<file path="config.mk">
export PLATFORM = sky130hd
export DESIGN_NAME = serial_byte_link
export DESIGN_NICKNAME = d
export VERILOG_FILES = /design/src/rtl/serial_link_pkg.sv /design/src/rtl/link_shreg.sv /design/src/rtl/link_shift_counter.sv /design/src/rtl/serial_byte_link.sv
export SDC_FILE = /design/constraint.sdc
export NUM_CORES = 1
export LEC_CHECK = 0
export ABC_CLOCK_PERIOD_IN_PS = 2100
export BUFFER_PORTS_ARGS = -buffer_cell sky130_fd_sc_hd__buf_4
export CAP_MARGIN = 40
export CORE_MARGIN = 1
export CORE_UTILIZATION = 53
export DETAILED_ROUTE_END_ITERATION = 12
export PLACE_DENSITY_LB_ADDON = 0.08
export SETUP_SLACK_MARGIN = 0.02
export SLEW_MARGIN = 30
export SYNTH_ARGS = -nofsm -noshare
export SYNTH_HDL_FRONTEND = slang
export SYNTH_SLANG_ARGS = --single-unit
</file>
<file path="constraint.sdc">
create_clock -name clk -period 2.1 [get_ports clk]
set_input_delay 0.105 -clock clk [delete_from_list [all_inputs] [get_ports clk]]
set_output_delay 0.105 -clock clk [all_outputs]
set_load 0.005 [all_outputs]
</file>
<file path="src/rtl/serial_link_pkg.sv">
package serial_link_pkg;
  parameter int LINK_W = 8;
  typedef logic [LINK_W-1:0] word_t;

  // One right step: new bit enters the MSB, bit 0 falls out.
  function automatic word_t step_right(input word_t cur, input logic fill);
    return {fill, cur[LINK_W-1:1]};
  endfunction
endpackage

</file>
<file path="src/rtl/link_shreg.sv">
module link_shreg
  import serial_link_pkg::*;
(
  input  logic  clk,
  input  logic  arst,
  input  logic  load,
  input  word_t par_in,
  input  logic  shift,
  input  logic  ser_in,
  output word_t q
);
  word_t q_r;
  logic  do_load;
  logic  do_shift;

  assign do_load  = load;
  assign do_shift = shift & ~load;

  always_ff @(posedge clk or posedge arst) begin
    if (arst)          q_r <= '0;
    else if (do_load)  q_r <= par_in;
    else if (do_shift) q_r <= step_right(q_r, ser_in);
  end

  assign q = q_r;

  // a load wins over a shift
  p_load_r1: assert property (@(posedge clk) disable iff (arst)
    load |=> q == $past(par_in));
  // fill bit lands in the MSB, the rest move down
  p_shift_msb_r2: assert property (@(posedge clk) disable iff (arst)
    (shift && !load) |=> q[LINK_W-1] == $past(ser_in));
  p_shift_low_r2: assert property (@(posedge clk) disable iff (arst)
    (shift && !load) |=> q[LINK_W-2:0] == $past(q[LINK_W-1:1]));
  // idle edge keeps contents
  p_hold_r4: assert property (@(posedge clk) disable iff (arst)
    (!shift && !load) |=> $stable(q));
  // clear zeroes the register
  p_clear_r7: assert property (@(posedge clk) arst |-> q == '0);
endmodule

</file>
<file path="src/rtl/link_shift_counter.sv">
module link_shift_counter #(
  parameter int LEN = 8,
  localparam int CW = (LEN > 1) ? $clog2(LEN) : 1
) (
  input  logic clk,
  input  logic arst,
  input  logic load,
  input  logic shift,
  output logic done
);
  logic [CW-1:0] cnt;
  logic          armed;
  logic          done_r;
  logic          last_shift;

  assign last_shift = armed & shift & ~load & (cnt == CW'(LEN - 1));

  always_ff @(posedge clk or posedge arst) begin
    if (arst) begin
      cnt    <= '0;
      armed  <= 1'b0;
      done_r <= 1'b0;
    end else begin
      done_r <= last_shift;
      if (load) begin
        cnt   <= '0;
        armed <= 1'b1;
      end else if (armed && shift) begin
        cnt <= cnt + 1'b1;
        if (last_shift) armed <= 1'b0;
      end
    end
  end

  assign done = done_r;

  // strobe is a single cycle
  p_done_pulse_r6: assert property (@(posedge clk) disable iff (arst)
    done |=> !done);
  // strobe only follows a counted shift
  p_done_cause_r6: assert property (@(posedge clk) disable iff (arst)
    !(armed && shift && !load) |=> !done);
  // clear drops the strobe
  p_done_clear_r7: assert property (@(posedge clk) arst |-> !done);
endmodule

</file>
<file path="src/rtl/serial_byte_link.sv">
module serial_byte_link
  import serial_link_pkg::*;
(
  input  logic              clk,
  input  logic              arst,
  input  logic              load_tx,
  input  logic [LINK_W-1:0] par_in,
  input  logic              shift,
  input  logic              ser_in_tx,
  output logic [LINK_W-1:0] tx_q,
  output logic [LINK_W-1:0] rx_q,
  output logic              xfer_done
);
  word_t tx_w;
  word_t rx_w;
  logic  wire_bit;   // the single link wire

  assign wire_bit = tx_w[0];

  link_shreg u_tx (
    .clk(clk), .arst(arst), .load(load_tx), .par_in(par_in),
    .shift(shift), .ser_in(ser_in_tx), .q(tx_w)
  );

  link_shreg u_rx (
    .clk(clk), .arst(arst), .load(1'b0), .par_in('0),
    .shift(shift), .ser_in(wire_bit), .q(rx_w)
  );

  link_shift_counter #(.LEN(LINK_W)) u_cnt (
    .clk(clk), .arst(arst), .load(load_tx), .shift(shift), .done(xfer_done)
  );

  assign tx_q = tx_w;
  assign rx_q = rx_w;

  // receiver MSB takes the bit that left the sender
  p_link_r3: assert property (@(posedge clk) disable iff (arst)
    shift |=> rx_q[LINK_W-1] == $past(tx_q[0]));
  // receiver shifts even when the sender loads
  p_rx_shift_on_load_r8: assert property (@(posedge clk) disable iff (arst)
    (shift && load_tx) |=> rx_q[LINK_W-2:0] == $past(rx_q[LINK_W-1:1]));
endmodule

</file>
==> PnR_summary.wiki <==
{| class="wikitable"
! Metric !! Value
|-
| Worst reg-to-reg setup slack || 0.95 ns
|-
| Final weighted congestion in routability-driven placement || 0.647
|-
| Number of detailed-routing iterations run before antenna repair || 1
|-
| Number of pins with negative max-slew slack in the final report || 0
|-
| Non-filler instance count after layout || 130
|-
| Root Buffer || sky130_fd_sc_hd__clkbuf_4
|-
| Total of fill cells in the finished design || 147
|-
| Number of antenna violations at the first check in global routing || 0
|-
| Hold/Removal Path Class || primary input to flip-flop
|-
| Synthesized area per cell || 13.0 µm²
|-
| Dominant cell type by area after synthesis || sky130_fd_sc_hd__dfrtp_1
|-
| Clock latency on the worst-skew pair || 0.30 ns
|-
| Min cycle time layout || 1.15 ns
|-
| Final setup viols || 0
|-
| Clock sink count || 21
|-
| Crit end category || flip-flop
|-
| CTS Buf Count || 3
|-
| Max-cap violations || 0
|-
| Least-Margin Pin Slew || 0.347 ns
|-
| Fmax || 0.866 GHz
|-
| Most used standard cells in the synthesized netlist || 21 x sky130_fd_sc_hd__dfrtp_1, 9 x sky130_fd_sc_hd__nand2_1, 8 x sky130_fd_sc_hd__mux2i_1
|-
| Worst IR Drop VDD || 0.490 mV
|-
| Start point of the worst min-delay path || par_in[0]
|-
| Run status || finished clean
|-
| Initial standard-cell utilization of the core || 0.564
|-
| GRT Max-Usage Layer || met2
|-
| Number of hold violations in the final report || 0
|-
| Post-layout total power || 957 µW
|-
| Global-route wire length before repair || 2.55 mm
|-
| Share of cells above drive strength 1 || 0.419
|-
| Routed len/inst || 12.2 µm
|-
| Summed negative setup slack over all endpoints || 0 ns
|-
| Headroom to the max-slew limit || 0.769
|-
| Type of the setup path with the least slack || flip-flop to flip-flop
|-
| Width of the chip || 44.9 µm
|-
| Remaining global-route overflow || 0
|-
| Number of placed instances with taps included || 122
|-
| Most numerous cell in the Yosys netlist || sky130_fd_sc_hd__dfrtp_1
|-
| Required time reported for the critical path endpoint || 2.33 ns
|-
| Final critical-path share of the clock period || 0.550
|-
| Number of setup buffers added after CTS || 0
|-
| Final ANT Viol Nets || 0
|-
| Grt met1 use || 0.228
|-
| H-tree depth || 1
|-
| Count of unique library cells instantiated by Yosys || 21
|-
| Number of flops mapped to enable cells by yosys || 0
|-
| Overall fraction of global-route tracks in use || 0.178
|-
| Sort of element at the start of the critical path || flip-flop
|-
| Met2 usage in global routing || 0.297
|-
| Smallest hold slack || 0.00982 ns
|-
| Cell types occupying the most area after synthesis || sky130_fd_sc_hd__dfrtp_1 54%, sky130_fd_sc_hd__mux2i_1 8.2%, sky130_fd_sc_hd__mux2_4 7.7%, sky130_fd_sc_hd__buf_12 4.1%, sky130_fd_sc_hd__nand2_1 3.5%
|-
| Sum of net half-perimeters after detailed placement || 1.05 mm
|-
| Number of vias per cell after detailed routing || 4.85
|-
| Synthesized netlist cell count || 75
|-
| IO Port Bufs || 29
|-
| Post-route clock skew || 0.00885 ns
|-
| Standard-cell row count || 15
|-
| Vias after detailed routing || 631
|-
| Final nets || 121
|-
| Antenna diode count || 0
|-
| Portion of synthesized cell area occupied by the leading cell type || 0.540
|-
| Number of nets produced by synthesis || 90
|-
| Number of global-route vias before repair || 616
|-
| Clock transition at the registers of the reported paths || 0.11 ns
|-
| Iteration-0 DRC Markers || 0
|-
| I/O pin total || 30
|-
| Sequential fraction of the synthesis area || 0.540
|-
| CTS tree || done
|-
| Most instantiated flip-flop cell in the synthesis netlist || sky130_fd_sc_hd__dfrtp_1
|-
| Flop and latch count out of synthesis || 21
|-
| Crit Path Max Fanout || 3
|-
| DRC violation count after routing || 0
|-
| Area Growth Syn to Fin || 25.7%
|-
| Max Buffers Root-to-Sink || 2
|-
| Setup repair after global routing missed its margin || false
|-
| Die Ht || 44.9 µm
|-
| Cell Area, Synth || 973 µm²
|-
| Final Util || 0.709
|-
| Area of the core || 1730 µm²
|-
| Async set-or-reset flop fraction in the synthesized netlist || 1.00
|-
| Cell area power density || 782 nW/µm²
|-
| Worst setup path start || u_cnt.cnt[0]$_DFFE_PP0P_
|-
| GR met3 Demand/Resource || 0.0360
|-
| Post-detailed-routing wire length || 1.59 mm
|-
| Maximum number of pins on one net before global-route repair || 24
|-
| Yosys warning total || 0
|-
| Total Die Area || 2010 µm²
|-
| Leakage power of the design || 0.616 nW
|-
| Arrival time at the worst endpoint || 1.39 ns
|-
| Origin of the critical flop-to-flop path || u_cnt.cnt[0]$_DFFE_PP0P_
|}
per-layer routing:
layer	share of wire	routed length, µm	up-vias
li1	-	-	316
met1	0.47	740	295
met2	0.49	780	18
met3	0.031	50	2
met4	0.011	18	0
met5	0	0	-
registers in the layout (all words and copies together) (netlist names):
register and cells:
u_tx.q 8, u_cnt.armed 1, u_cnt.done 1, u_cnt.cnt 3
u_rx.q 8
cell families (layout without fill, tap and decap cells):
group / after synthesis / after routing / share of synthesized area
mux: 16 / 16 / 0.194
compound gates: 15 / 15 / 0.103
buf+inv: 8 / 38 / 0.0771
simple gates: 13 / 13 / 0.0604
fa+ha+maj: 2 / 2 / 0.0257
flops: 21 / 21 / 0.540
critical path, stage by stage, from the launching register on:
cell and delay (ns):
sky130_fd_sc_hd__dfrtp_1 0.41, sky130_fd_sc_hd__ha_1 0.20, sky130_fd_sc_hd__ha_1 0.27, sky130_fd_sc_hd__nand3_1 0.08, sky130_fd_sc_hd__a21oi_2 0.13
power breakdown:
| part | total [mW] | switching, mW | internal [mW] |
|---|---|---|---|
| clock network | 0.191 | 0.120 | 0.0709 |
| registers | 0.519 | 0.0497 | 0.469 |
| logic | 0.246 | 0.0793 | 0.167 |
| total | 0.957 | 0.249 | 0.707 |
worst paths after layout:
path | end | cells after the start
setup / recovery | u_cnt.cnt[2]$_DFFE_PP0P_ | 4
hold / removal | u_tx.q[0]$_DFFE_PP0P_ | 3
setup reg to reg | u_cnt.cnt[2]$_DFFE_PP0P_ | 4
hold reg to reg | u_rx.q[0]$_DFFE_PP0P_ | 1
max in group asynchronous | u_tx.q[2]$_DFFE_PP0P_ | 4
min in group asynchronous | u_rx.q[4]$_DFFE_PP0P_ | 3
per-stage QoR:
step	setup slack [ns]	area [µm²]
floorplan	1.02	973
global placement	0.996	1150
detailed placement	0.960	1150
CTS	0.936	1210
global route	0.891	1220
finish	0.946	1220
placed cells by master, fill, tap and decap left out:
| cell | netlist | final |
|---|---|---|
| sky130_fd_sc_hd__buf_4 | 1 | 29 |
| sky130_fd_sc_hd__dfrtp_1 | 21 | 21 |
| sky130_fd_sc_hd__nand2_1 | 9 | 9 |
| sky130_fd_sc_hd__mux2i_1 | 8 | 8 |
| sky130_fd_sc_hd__mux2_4 | 5 | 5 |
| sky130_fd_sc_hd__o21ai_1 | 5 | 5 |
| sky130_fd_sc_hd__mux2_2 | 3 | 3 |
| sky130_fd_sc_hd__o21ai_0 | 3 | 3 |
| sky130_fd_sc_hd__a21bo_1 | 3 | 3 |
| sky130_fd_sc_hd__clkbuf_4 | 0 | 3 |
| sky130_fd_sc_hd__dlygate4sd3_1 | 0 | 3 |
| sky130_fd_sc_hd__nand3_1 | 2 | 2 |
| sky130_fd_sc_hd__a21oi_2 | 2 | 2 |
| sky130_fd_sc_hd__ha_1 | 2 | 2 |
| sky130_fd_sc_hd__nor3b_1 | 1 | 1 |
| sky130_fd_sc_hd__inv_1 | 1 | 1 |
| sky130_fd_sc_hd__nand3b_1 | 1 | 1 |
| sky130_fd_sc_hd__a21oi_1 | 1 | 1 |
| sky130_fd_sc_hd__a21o_1 | 1 | 1 |
| sky130_fd_sc_hd__clkinv_2 | 0 | 1 |
| sky130_fd_sc_hd__buf_8 | 0 | 1 |
timing repair:
action	4_1_cts	5_1_grt
endpoints found under the hold margin	23	0
resized for setup	0	0
endpoints found under the setup margin	0	0
hold buffers	3	0
area by class of cell:
type | count | area, µm² | share of cell area
clock buffer | 3 | 22.5 | 0.0184
inverter | 1 | 3.75 | 0.00307
clock inverter | 1 | 5.00 | 0.00409
sequential | 21 | 526 | 0.429
timing repair buffer | 33 | 263 | 0.215
multi-input combinational | 46 | 373 | 0.305
tap | 25 | 31.3 | 0.0256
No activity file was read; power rests on OpenSTA's default activity.
